**config.mk**
```make
export PLATFORM = sky130hd
export DESIGN_NAME = fdd_pwr_seq
export DESIGN_NICKNAME = d
export VERILOG_FILES = /design/src/rtl/fdd_seq_pkg.sv /design/src/rtl/fdd_seq_fsm.sv /design/src/rtl/fdd_rdy_timer.sv /design/src/rtl/fdd_pin_reg.sv /design/src/rtl/fdd_pwr_seq.sv
export SDC_FILE = /design/constraint.sdc
export NUM_CORES = 1
export LEC_CHECK = 0
export BUFFER_PORTS_ARGS = -buffer_cell sky130_fd_sc_hd__buf_2
export CAP_MARGIN = 20
export CORE_ASPECT_RATIO = 1.4
export CORE_MARGIN = 2
export CORE_UTILIZATION = 45
export DETAILED_ROUTE_END_ITERATION = 8
export PLACE_DENSITY = 0.69
export SYNTH_ARGS = -nofsm -noshare
export SYNTH_HDL_FRONTEND = slang
export SYNTH_SLANG_ARGS = --single-unit
```
**constraint.sdc**
```tcl
create_clock -name clk -period 6.3 [get_ports clk]
set_input_delay 1.575 -clock clk [delete_from_list [all_inputs] [get_ports clk]]
set_output_delay 1.575 -clock clk [all_outputs]
set_load 0.02 [all_outputs]
```
**src/rtl/fdd_seq_pkg.sv**
```systemverilog
package fdd_seq_pkg;

    typedef enum logic [1:0] {
        ST_IDLE  = 2'd0,
        ST_WAIT  = 2'd1,
        ST_ARMED = 2'd2
    } seq_state_e;

    // Firmware requests, sampled every cycle
    typedef struct packed {
        logic sel;
        logic spin;
        logic wr;
        logic fast;
        logic side;
    } fdd_req_t;

    // Drive lines in active-high intent form
    typedef struct packed {
        logic sel;
        logic mtr;
        logic wgate;
        logic dens;
        logic head;
    } fdd_lines_t;

    localparam int LINE_W = $bits(fdd_lines_t);

    function automatic fdd_lines_t lines_for(seq_state_e nxt, fdd_req_t rq, logic prot_n);
        fdd_lines_t l;
        l.sel   = (nxt != ST_IDLE);
        l.mtr   = (nxt == ST_ARMED) && rq.spin;
        l.wgate = l.mtr && rq.wr && prot_n;
        l.dens  = l.sel && rq.fast;
        l.head  = l.sel && rq.side;
        return l;
    endfunction

endpackage

```
**src/rtl/fdd_seq_fsm.sv**
```systemverilog
module fdd_seq_fsm
    import fdd_seq_pkg::*;
(
    input  logic       clk,
    input  logic       rst,
    input  logic       suspend,
    input  logic       pwr_on,
    input  logic       rdy_n,
    input  fdd_req_t   req,
    output seq_state_e state_q,
    output seq_state_e state_d
);
    always_comb begin
        state_d = state_q;
        unique case (state_q)
            ST_IDLE: begin
                if (req.sel && !suspend && pwr_on) state_d = ST_WAIT;
            end
            ST_WAIT: begin
                if (!req.sel || suspend) state_d = ST_IDLE;
                else if (!rdy_n)         state_d = ST_ARMED;
            end
            ST_ARMED: begin
                if (!req.sel || suspend) state_d = ST_IDLE;
            end
            default: state_d = ST_IDLE;
        endcase
    end

    always_ff @(posedge clk) begin
        if (rst) state_q <= ST_IDLE;
        else     state_q <= state_d;
    end
endmodule

```
**src/rtl/fdd_rdy_timer.sv**
```systemverilog
module fdd_rdy_timer #(
    parameter int CNT_W = 16
) (
    input  logic             clk,
    input  logic             rst,
    input  logic             waiting,
    input  logic             rdy_n,
    input  logic             clear,
    input  logic [CNT_W-1:0] limit,
    output logic             err
);
    localparam logic [CNT_W-1:0] CNT_MAX = {CNT_W{1'b1}};

    logic [CNT_W-1:0] cnt_q;
    logic [CNT_W:0]   cnt_inc;
    logic             hit;

    assign cnt_inc = {1'b0, cnt_q} + {{CNT_W{1'b0}}, 1'b1};
    // never true for a zero limit, since cnt_inc is at least one
    assign hit     = waiting && rdy_n && (cnt_inc == {1'b0, limit});

    always_ff @(posedge clk) begin
        if (rst || !waiting)      cnt_q <= '0;
        else if (cnt_q != CNT_MAX) cnt_q <= cnt_inc[CNT_W-1:0];
    end

    always_ff @(posedge clk) begin
        if (rst || clear) err <= 1'b0;
        else if (hit)     err <= 1'b1;
    end
endmodule

```
**src/rtl/fdd_pin_reg.sv**
```systemverilog
module fdd_pin_reg
    import fdd_seq_pkg::*;
(
    input  logic       clk,
    input  logic       rst,
    input  logic       suspend,
    input  seq_state_e state_d,
    input  fdd_req_t   req,
    input  logic       prot_n,
    output logic       pwr_on,
    output logic       pwr_n,
    output fdd_lines_t lines_n
);
    logic       susp_q;
    fdd_lines_t drive;

    assign drive = lines_for(state_d, req, prot_n);

    // Power lags suspend by two edges so the other lines drop first
    always_ff @(posedge clk) begin
        if (rst) begin
            susp_q <= 1'b1;
            pwr_n  <= 1'b1;
        end else begin
            susp_q <= suspend;
            pwr_n  <= susp_q;
        end
    end

    generate
        for (genvar i = 0; i < LINE_W; i++) begin : g_line
            always_ff @(posedge clk) begin
                if (rst) lines_n[i] <= 1'b1;
                else     lines_n[i] <= ~drive[i];
            end
        end
    endgenerate

    assign pwr_on = ~pwr_n;
endmodule

```
**src/rtl/fdd_pwr_seq.sv**
```systemverilog
module fdd_pwr_seq
    import fdd_seq_pkg::*;
#(
    parameter int CNT_W = 16
) (
    input  logic             clk,
    input  logic             rst,
    input  logic             suspend_i,
    input  logic             drv_rdy_n_i,
    input  logic             wr_prot_n_i,
    input  logic             sel_req_i,
    input  logic             spin_req_i,
    input  logic             wr_req_i,
    input  logic             fast_spin_i,
    input  logic             side_i,
    input  logic [CNT_W-1:0] rdy_limit_i,
    output logic             pwr_n_o,
    output logic             sel_n_o,
    output logic             mtr_n_o,
    output logic             wgate_n_o,
    output logic             dens_n_o,
    output logic             head_n_o,
    output logic             rdy_err_o
);
    fdd_req_t   req;
    seq_state_e st_q, st_d;
    logic       pwr_on;
    fdd_lines_t lines_n;

    assign req = '{sel: sel_req_i, spin: spin_req_i, wr: wr_req_i,
                   fast: fast_spin_i, side: side_i};

    fdd_seq_fsm u_fsm (
        .clk     (clk),
        .rst     (rst),
        .suspend (suspend_i),
        .pwr_on  (pwr_on),
        .rdy_n   (drv_rdy_n_i),
        .req     (req),
        .state_q (st_q),
        .state_d (st_d)
    );

    fdd_rdy_timer #(.CNT_W(CNT_W)) u_tmr (
        .clk     (clk),
        .rst     (rst),
        .waiting (st_q == ST_WAIT),
        .rdy_n   (drv_rdy_n_i),
        .clear   (st_d == ST_IDLE),
        .limit   (rdy_limit_i),
        .err     (rdy_err_o)
    );

    fdd_pin_reg u_pins (
        .clk     (clk),
        .rst     (rst),
        .suspend (suspend_i),
        .state_d (st_d),
        .req     (req),
        .prot_n  (wr_prot_n_i),
        .pwr_on  (pwr_on),
        .pwr_n   (pwr_n_o),
        .lines_n (lines_n)
    );

    assign sel_n_o   = lines_n.sel;
    assign mtr_n_o   = lines_n.mtr;
    assign wgate_n_o = lines_n.wgate;
    assign dens_n_o  = lines_n.dens;
    assign head_n_o  = lines_n.head;
endmodule

```
==> out/results.tsv, run 1 <==
stage	metric	value	unit
drt	dr.pass1.iters	4	
global_routing	grt_first_pass_wirelength	5.133	mm
global_routing	gr-total-overflow	0	
synth	synth_area	1411	µm²
drt	ant_nets	0	
global_routing	grt_use_met2	0.3362	
drt	wl_per_cell	13.32	µm
min_path	hp-class	register to register	
drt	vias	1202	
die	dieArea	3607	µm²
synth	ys_seq_elements	26	
global_routing	grt_max_degree	17	
setup_path	cp_data_required_time	6.50	ns
global_routing	grt_use_met3	0.02778	
placed_design	placed_area	1599	µm²
drt	drt_iter0_drc	12	
global_routing	busiest_layer	met2	
setup_path	r2r_cells	6	
drt	drc_errors	0	
global_routing	grt_usage	0.1821	
synth	synth-xor-area-share	0.2110	
timing	post-route-min-period	3.255	ns
clocking	ctsRootBufferMaster	clkbuf_8	
status	status	completed	
synth	synth_fa_ha_area_frac	0.008865	
die	dieHeight	70.27	µm
timing	finalClockSkew	0.004550	ns
global_routing	met1_usage	0.1995	
die	start_util	0.4608	
placed_design	io_buffers	32	
finish	design_area	1670	µm²
clocking	htree_levels	1	
synth	synth-edff-count	0	
timing	finalMaxSlewViolations	0	
min_path	hp-start	u_pins.susp_q$_SDFF_PP1_	
global_routing	antenna_found_initial	0	
clocking	cts_setup_buffers	0	
synth	yosys.area_share.simple	0.2473	
setup_path	cp-end-kind	register	
timing	hold_viol	0	
power	ir_worst_vdd	139.3	µV
timing	setup_viol	0	
timing	fmax	307.2	MHz
die	ios	33	
synth	synth_top_family_by_area	simple AND/OR/NAND/NOR gates	
clocking	cts_tree	built	
setup_path	crit_fanout	5	
synth	ys.flop_type	dfxtp_1	
synth	synth_compound_gate_area_share	0.1161	
finish	final_common_cell	buf_2	
timing	slew_headroom	0.5187	
timing	worst_pin_slew	0.7199	ns
die	die_w	51.33	µm
synth	muxShareOfSynthArea	0.01418	
clocking	cts_made_buffers	3	
synth	yosysWarnings	0	
setup_path	critPathLaunch	suspend_i	
timing	setup_slack	3.045	ns
placed_design	place_hpwl	2.352	mm
setup_path	crit_slowest_cell	a2111oi_2	
finish	layout_common_cells	buf_2 (32), dfxtp_1 (26), xnor2_1 (22)	
setup_path	crit_chain	buf_2, nand2b_1, a2111oi_2, o311ai_1, nor4_1, or4b_1, o31ai_2	
finish	area_delta_synth_final	18.35	%
die	core_area	3063	µm²
clocking	clkSlewWorstSetupHoldPaths	0.09	ns
synth	syn_inst	155	
drt	wl	2.997	mm
power	leakage	0.5648	nW
timing	layout_worst_path_cycle_share	0.5167	
setup_path	worstSetupPathType	input pin to register	
run	maxCapViolCount	0	
setup_path	crit_arrival	3.45	ns
die	fp-row-count	24	
synth	ys_seq_area_frac	0.3688	
drt	viasPerCell	5.342	
placed_design	place.gp.congestion	0.8595	
clocking	clkLatencyLatePin	0.27	ns
finish	drive_gt1_frac	0.2419	
global_routing	first_global_vias	1224	
finish	nets	214	
clocking	holdBufCountCts	0	
setup_path	crit_path_start_kind	input pin	
finish	fillCellCount	309	
synth	synthesis.nets	182	
setup_path	max_stage_delay	0.51	ns
synth	synthDistinctLibCells	38	
timing	rsz0062_at_grt	no	
finish	diodes	0	
clocking	cts_resized	0	
power	p_per_area	194.1	nW/µm²
setup_path	timing.rr.start	u_tmr.cnt_q[0]$_SDFFE_PP0N_	
timing	setup_tns	0	ns
min_path	holdPathStages	1	
clocking	clock_sinks	26	
clocking	clockBufferDepth	2	
synth	avgSynthCellArea	9.106	µm²
synth	async_flop_share	0	
placed_design	place_ws	2.717	ns
setup_path	rrSetupSlack	3.80	ns
[where the power goes]
part / internal [mW] / switching, mW
Combinational: 0.0114 / 0.00955
Sequential: 0.165 / 0.000436
Clock: 0.0850 / 0.0527
[per-layer routing]
| layer | vias to the layer above | routed length [µm] | share of wire |
|---|---|---|---|
| li1 | 601 | - | - |
| met1 | 565 | 1233 | 0.41 |
| met2 | 30 | 1614 | 0.54 |
| met3 | 6 | 94 | 0.031 |
| met4 | 0 | 55 | 0.018 |
| met5 | - | 0 | 0 |
[layout make-up]
type                       count  area [µm²]  area share
sequential                    26       520.5      0.3116
clock inverter                 1       30.03     0.01798
inverter                       7       26.28     0.01573
timing repair buffer          32       160.2     0.09588
clock buffer                   3       41.29     0.02472
tap                           39       48.80     0.02921
multi-input combinational    117       843.3      0.5049
[worst max-delay path, delay by kind of cell]
family,cells,cell delay (ns)
AND/OR/NAND/NOR,3,0.92
buffers and inverters,1,0.10
AO/OA/AOI/OAI,3,0.87
[worst paths after layout]
check / endpoint
max: u_tmr.err$_SDFFE_PP0P_
min: u_pins.pwr_n$_SDFF_PP1_
max reg2reg: u_tmr.cnt_q[0]$_SDFFE_PP0N_
min reg2reg: u_pins.pwr_n$_SDFF_PP1_
[metrics by stage]
step	std cells	hold slack (ns)	util	total power, mW
finish	225	0.4292	0.5453	0.3242
global route	225	0.4455	0.5453	0.3367
CTS	225	0.4309	0.5453	0.3256
detailed placement	221	0.4094	0.5221	0.1904
global placement	221	0.3986	0.5221	0.1898
floorplan	155	0.3895	-	0.1787
[cells in the mapped netlist, drive strengths merged (2+ instances only)]
master    n  share of area
nand3     7          0.043
a2111oi   2          0.017
dfxtp    26           0.37
buf       2         0.0071
clkbuf    3         0.0080
inv       7          0.019
xor2     12          0.074
nand3b    2          0.011
xnor2    22           0.14
mux2i     2          0.014
nand4     6          0.027
or2       4          0.018
nor2      7          0.019
nor3      5          0.021
nand2    11          0.029
a21oi    15          0.053
o31ai     2          0.014
nor4      4          0.028
nor3b     2          0.011
nand2b    2         0.0089
[flip-flops by register name, summed over array words and instances (netlist names)]
name,cells
u_fsm.state_q,2
u_tmr.cnt_q,16
u_pins.lines_n,5
u_pins.pwr_n,1
u_pins.susp_q,1
u_tmr.err,1
[kinds of logic after synthesis]
group,count (synthesis)
AND/OR/NAND/NOR,56
multiplexers,2
flip-flops,26
XOR/XNOR,34
adder cells (fa/ha/maj),1
buffers and inverters,12
AO/OA/AOI/OAI,24
(Power assumes the default switching activity.)
==> inputs of run 2 (changes only) <==
Clock period 6.3 ns to 3 ns, I/O delays scaled along.
==> run 2 against run 1 <==
Net effect: sequential power increased by 110%; count of clock-buffer cells in the layout unchanged; via count increased by 0.33%; power increased by 110%; cell area increased by 1.3%; critical path depth unchanged; combinational power increased by 110%; worst setup slack got worse by 2.5 ns; worst hold slack got worse by 0.0081 ns.
==> out/results.tsv, run 2 (synthesized netlist as in run 1, its figures left out) <==
stage	metric	value	unit	change
status	status	completed		
finish	layout_common_cells	buf_2 (32), dfxtp_1 (26), xnor2_1 (22)		
die	start_util	0.4608		unchanged
timing	setup_viol	0		unchanged
min_path	hp-class	register to register		
global_routing	gr-total-overflow	0		unchanged
global_routing	grt_usage	0.1844		+0.002293
global_routing	grt_max_degree	17		unchanged
timing	layout_worst_path_cycle_share	0.8314		
clocking	clkSlewWorstSetupHoldPaths	0.09	ns	about the same
die	dieHeight	70.27	µm	unchanged
drt	wl_per_cell	13.48	µm	+1.2%
clocking	clockBufferDepth	2		unchanged
die	fp-row-count	24		unchanged
timing	post-route-min-period	2.494	ns	
timing	finalClockSkew	0.002332	ns	-0.002218 ns
drt	ant_nets	0		unchanged
placed_design	placed_area	1622	µm²	+1.4%
drt	drt_iter0_drc	28		+16
die	die_w	51.33	µm	unchanged
finish	area_delta_synth_final	19.95	%	
power	leakage	0.5786	nW	+2.4%
global_routing	first_global_vias	1203		-1.7%
timing	fmax	401.0	MHz	
min_path	hp-start	u_pins.susp_q$_SDFF_PP1_		
placed_design	io_buffers	32		unchanged
setup_path	timing.rr.start	u_tmr.cnt_q[0]$_SDFFE_PP0N_		
finish	finalNonFillerCells	228		+1.3%
setup_path	cp_data_required_time	3.20	ns	-3.30 ns
timing	finalMaxSlewViolations	0		unchanged
timing	rsz0062_at_grt	no		
finish	final_common_cell	buf_2		
finish	seq_area	520.5	µm²	unchanged
clocking	cts_tree	built		
drt	dr.pass1.iters	4		unchanged
placed_design	dp.cells	224		+1.4%
setup_path	crit_arrival	2.69	ns	-0.76 ns
finish	multi_input_area	843.3	µm²	unchanged
die	core_area	3063	µm²	unchanged
drt	wl	3.073	mm	+2.5%
setup_path	worstSetupPathType	register to register		
placed_design	place.gp.congestion	0.8559		-0.42%
finish	reg_top3	u_tmr.cnt_q x16, u_pins.lines_n x5, u_fsm.state_q x2		
timing	worst_pin_slew	0.5543	ns	-0.1656 ns
clocking	clkLatencyLatePin	0.27	ns	about the same
power	p_per_area	403.8	nW/µm²	+110%
die	dieArea	3607	µm²	unchanged
finish	fillCellCount	297		-3.9%
clocking	clock_sinks	26		unchanged
clocking	holdBufCountCts	0		unchanged
finish	drive_gt1_frac	0.2540		+0.01203
drt	vias	1206		+0.33%
timing	hold_viol	0		unchanged
clocking	cts_made_buffers	3		unchanged
die	ios	33		unchanged
placed_design	place_hpwl	2.438	mm	+3.6%
setup_path	crit_path_start_kind	register		
drt	viasPerCell	5.289		-0.99%
setup_path	crit_fanout	5		unchanged
clocking	htree_levels	1		unchanged
global_routing	antenna_found_initial	0		unchanged
power	ir_worst_vdd	283.4	µV	+100%
clocking	cts_resized	0		unchanged
setup_path	critPathLaunch	u_tmr.cnt_q[0]$_SDFFE_PP0N_		
finish	nets	217		+1.4%
global_routing	grt_first_pass_wirelength	5.140	mm	+0.14%
timing	slew_headroom	0.6305		+0.1118
finish	design_area	1693	µm²	+1.3%
clocking	ctsRootBufferMaster	clkbuf_8		
clocking	cts_setup_buffers	0		unchanged
setup_path	cp-end-kind	register		
timing	setup_tns	0	ns	unchanged
run	maxCapViolCount	0		unchanged
drt	drc_errors	0		unchanged
finish	diodes	0		unchanged
finish	largest_reg_flops	16		unchanged
finish	regMostFlops	u_tmr.cnt_q		
run 2: final timing paths:
check / slack, ns / cells after the start / endpoint
setup / recovery: 0.51 / 7 / u_tmr.err$_SDFFE_PP0P_
hold / removal: 0.42 / 1 / u_pins.pwr_n$_SDFF_PP1_
setup reg to reg: 0.51 / 7 / u_tmr.err$_SDFFE_PP0P_
hold reg to reg: 0.42 / 1 / u_pins.pwr_n$_SDFF_PP1_
run 2: report_power, final:
group          internal [mW]  switching (mW)  total [mW]
Clock                  0.179           0.113       0.291
Sequential             0.347        0.000884       0.348
Combinational         0.0241          0.0205      0.0446
run 2: area by class of cell:
class | count | area share
sequential | 26 | 0.3075
clock buffer | 3 | 0.02439
inverter | 7 | 0.01552
timing repair buffer | 35 | 0.1079
multi-input combinational | 117 | 0.4982
tap | 39 | 0.02882
clock inverter | 1 | 0.01774
run 2: layer usage:
metal  track usage  share of wire
met5             0              0
met1        0.1875           0.39
met4        0.1228          0.058
met3       0.01496          0.026
met2        0.3420           0.52
run 2: critical path, stage by stage, from the launching register on:
cell and delay, ns:
dfxtp_1 0.44, ha_1 0.29, xor2_1 0.17, a2111oi_0 0.39
o221ai_1 0.21, nor4_1 0.28, or4b_1 0.48, o31ai_2 0.17
run 2: through the flow:
step           hold slack [ns]  setup WS (ns)  power (mW)    util
4_1_cts                 0.4235         0.5092      0.6895  0.5527
3_5_place_dp            0.4016         0.3953      0.4001  0.5294
6_report                0.4211         0.5059      0.6835  0.5527
2_1_floorplan           0.3895         0.5445      0.3753       -
3_3_place_gp            0.3907         0.4946      0.3991  0.5294
5_1_grt                 0.4561         0.3557      0.7046  0.5527
==> inputs of run 3 (changes only) <==
Settings changed: ABC_AREA set to 1, PLACE_DENSITY 0.69 to 0.71.
Clock period 3 ns to 2.2 ns, I/O delays scaled along.
==> run 3 against run 2 <==
Net effect: clock skew down 0.00076 ns; clock power rose by 37%; cell area up 7.5%; core utilization down 0.88 points; non-clock buffer count down 2; register-to-register slack got worse by 0.29 ns; worst hold slack better by 0.0015 ns; highest routed layer unchanged; cell count grew 40%.
==> out/results.tsv, run 3 <==
stage	metric	value	unit	change
status	status	completed		
placed_design	place_hpwl	2.874	mm	+18%
timing	finalMaxSlewViolations	0		unchanged
placed_design	io_buffers	32		unchanged
synth	ys.flop_type	dfxtp_1		
clocking	clock_sinks	26		unchanged
synth	yosysMostFrequentCell	nand2_1		
die	core_area	3347	µm²	+9.3%
clocking	ctsRootBufferMaster	clkbuf_8		
finish	finalNonFillerCells	320		+40%
global_routing	gr-total-overflow	0		unchanged
die	dieHeight	73.37	µm	+4.4%
die	dieArea	3928	µm²	+8.9%
drt	viasPerCell	5.113		-3.3%
min_path	hp-class	register to register		
placed_design	placed_area	1749	µm²	+7.9%
synth	synth.top_cell.area_share	0.3366		-0.03222
setup_path	cp_data_required_time	2.41	ns	-0.79 ns
drt	vias	1636		+36%
setup_path	crit_arrival	2.20	ns	-0.49 ns
die	fp-row-count	25		+4.2%
clocking	clkSlewWorstSetupHoldPaths	0.09	ns	about the same
synth	synthesis.nets	273		+50%
run	maxCapViolCount	0		unchanged
drt	dr.pass1.iters	4		unchanged
setup_path	crit_path_start_kind	register		
clocking	clockBufferDepth	2		unchanged
timing	slew_headroom	0.6153		-0.01523
timing	hold_viol	0		unchanged
setup_path	critPathLaunch	u_tmr.cnt_q[0]$_SDFFE_PP0N_		
setup_path	cp-end-kind	register		
clocking	cts_made_buffers	3		unchanged
timing	worst_pin_slew	0.5757	ns	+0.02145 ns
timing	post-route-min-period	1.986	ns	-0.5076 ns
global_routing	grt_usage	0.2064		+0.02200
timing	finalClockSkew	0.001577	ns	-0.0007555 ns
finish	nets	308		+42%
clocking	holdBufCountCts	0		unchanged
die	ios	33		unchanged
global_routing	first_global_vias	1570		+31%
setup_path	timing.rr.start	u_tmr.cnt_q[0]$_SDFFE_PP0N_		
synth	avgSynthCellArea	6.287	µm²	-31%
finish	layout_common_cells	nand2_1 (76), inv_1 (37), buf_2 (32)		
finish	post-route-util	0.5439		-0.008771
clocking	htree_levels	1		unchanged
drt	wl	3.622	mm	+18%
drt	wl_per_cell	11.32	µm	-16%
clocking	cts_setup_buffers	0		unchanged
finish	fillCellCount	339		+14%
drt	drc_errors	0		unchanged
synth	yosysWarnings	0		unchanged
clocking	cts_tree	built		
finish	area_delta_synth_final	17.72	%	
drt	drt_iter0_drc	47		+68%
synth	synthDistinctLibCells	23		-39%
die	die_w	53.55	µm	+4.3%
synth	async_flop_share	0		unchanged
timing	setup_viol	0		unchanged
synth	synth_top_area_cell	dfxtp_1		
finish	reg_top3	u_tmr.cnt_q x16, u_pins.lines_n x5, u_fsm.state_q x2		
finish	final_common_cell	nand2_1		
timing	rsz0062_at_grt	no		
clocking	cts_resized	0		unchanged
power	p_per_area	511.0	nW/µm²	+27%
setup_path	crit_fanout	9		+4
global_routing	grt_max_degree	16		-1
synth	yosys-top-cells-area	dfxtp_1 (34%), nand2_1 (18%), nand3_1 (9.4%), inv_1 (9.0%), nor2_1 (5.1%)		
timing	timing.hold.ws	0.4226	ns	+0.001537 ns
power	ir_worst_vdd	463.7	µV	+64%
finish	regMostFlops	u_tmr.cnt_q		
synth	ys_seq_elements	26		unchanged
finish	design_area	1821	µm²	+7.5%
global_routing	antenna_found_initial	0		unchanged
synth	synth_area	1546	µm²	+9.6%
placed_design	dp.cells	316		+41%
placed_design	place.gp.congestion	0.8416		-1.7%
global_routing	grt_first_pass_wirelength	6.230	mm	+21%
setup_path	worstSetupPathType	register to register		
clocking	clkLatencyLatePin	0.27	ns	about the same
synth	synthTopCellsByCount	nand2_1 (76), inv_1 (37), nand3_1 (29)		
drt	ant_nets	0		unchanged
synth	syn_inst	246		+59%
power	leakage	0.8330	nW	+44%
die	start_util	0.4621		+0.001272
timing	layout_worst_path_cycle_share	0.9029		+0.07158
synth	ys_seq_area_frac	0.3366		-0.03222
finish	drive_gt1_frac	0.1750		-0.07897
min_path	hp-start	u_pins.susp_q$_SDFF_PP1_		
finish	largest_reg_flops	16		unchanged
finish	diodes	0		unchanged
synth	synth-edff-count	0		unchanged
timing	setup_tns	0	ns	unchanged
timing	fmax	503.4	MHz	+26%
[run 3: cell types whose count changed after synthesis, moves of 10 or more]
cell	previous run	this run
nor2_1	7	21
inv_1	7	37
nand3_1	5	29
nand2_1	11	76
xnor2_1	22	2
xor2_1	12	2
[run 3: power breakdown]
part | internal [mW] | leakage [nW] | total [mW] | switching (mW)
Clock | 0.243 | 0.0357 | 0.399 | 0.156
Sequential | 0.473 | 0.210 | 0.474 | 0.00113
Combinational | 0.0296 | 0.587 | 0.0571 | 0.0274
[run 3: stage by stage]
stage	worst slack, ns	power [mW]
CTS	0.2311	0.9390
detailed placement	0.2335	0.5422
global route	0.06263	0.9616
global placement	0.3013	0.5414
floorplan	0.6900	0.5111
finish	0.2135	0.9304
[run 3: critical path, cell delays in order (launching register included)]
cell     delay, ns
dfxtp_1       0.49
ha_1          0.25
nand2_2       0.10
nor2_4        0.16
nand2_2       0.11
nand2_1       0.12
nand2_1       0.06
nand2_1       0.06
nand2_1       0.04
nor2_1        0.09
nand2_1       0.07
nor2_1        0.15
nand3_1       0.10
a21oi_1       0.12
[run 3: worst paths after layout]
| check | cells past startpoint | to | slack, ns |
|---|---|---|---|
| hold / removal | 1 | u_pins.pwr_n$_SDFF_PP1_ | 0.42 |
| setup reg to reg | 13 | u_tmr.err$_SDFFE_PP0P_ | 0.21 |
| setup / recovery | 13 | u_tmr.err$_SDFFE_PP0P_ | 0.21 |
| hold reg to reg | 1 | u_pins.pwr_n$_SDFF_PP1_ | 0.42 |
[run 3: per-layer routing]
metal	GRT usage	share of wire	up-vias
met1	0.2408	0.41	733
met2	0.3717	0.53	43
met3	0.03049	0.043	7
met5	0	0	-
li1	-	-	853
met4	0.07123	0.012	0
[run 3: final cells by class]
| class | count | area (µm²) | area share |
|---|---|---|---|
| well taps | 40 | 50.05 | 0.02749 |
| repair buffers | 33 | 167.7 | 0.09210 |
| inverters | 37 | 138.9 | 0.07629 |
| flip-flops and latches | 26 | 520.5 | 0.2859 |
| multi-input cells | 180 | 872.1 | 0.4790 |
| clock buffers | 3 | 41.29 | 0.02268 |
| clock inverters | 1 | 30.03 | 0.01649 |
[run 3: cells by family (layout without fill, tap and decap cells)]
| logic type | after synthesis | count (layout) | synth area share |
|---|---|---|---|
| AND/OR/NAND/NOR | 156 | 156 | 0.4644 |
| buffers and inverters | 40 | 74 | 0.09952 |
| flip-flops | 26 | 26 | 0.3366 |
| AO/OA/AOI/OAI | 19 | 19 | 0.06877 |
| XOR/XNOR | 4 | 4 | 0.02266 |
| adder cells (fa/ha/maj) | 1 | 1 | 0.008089 |
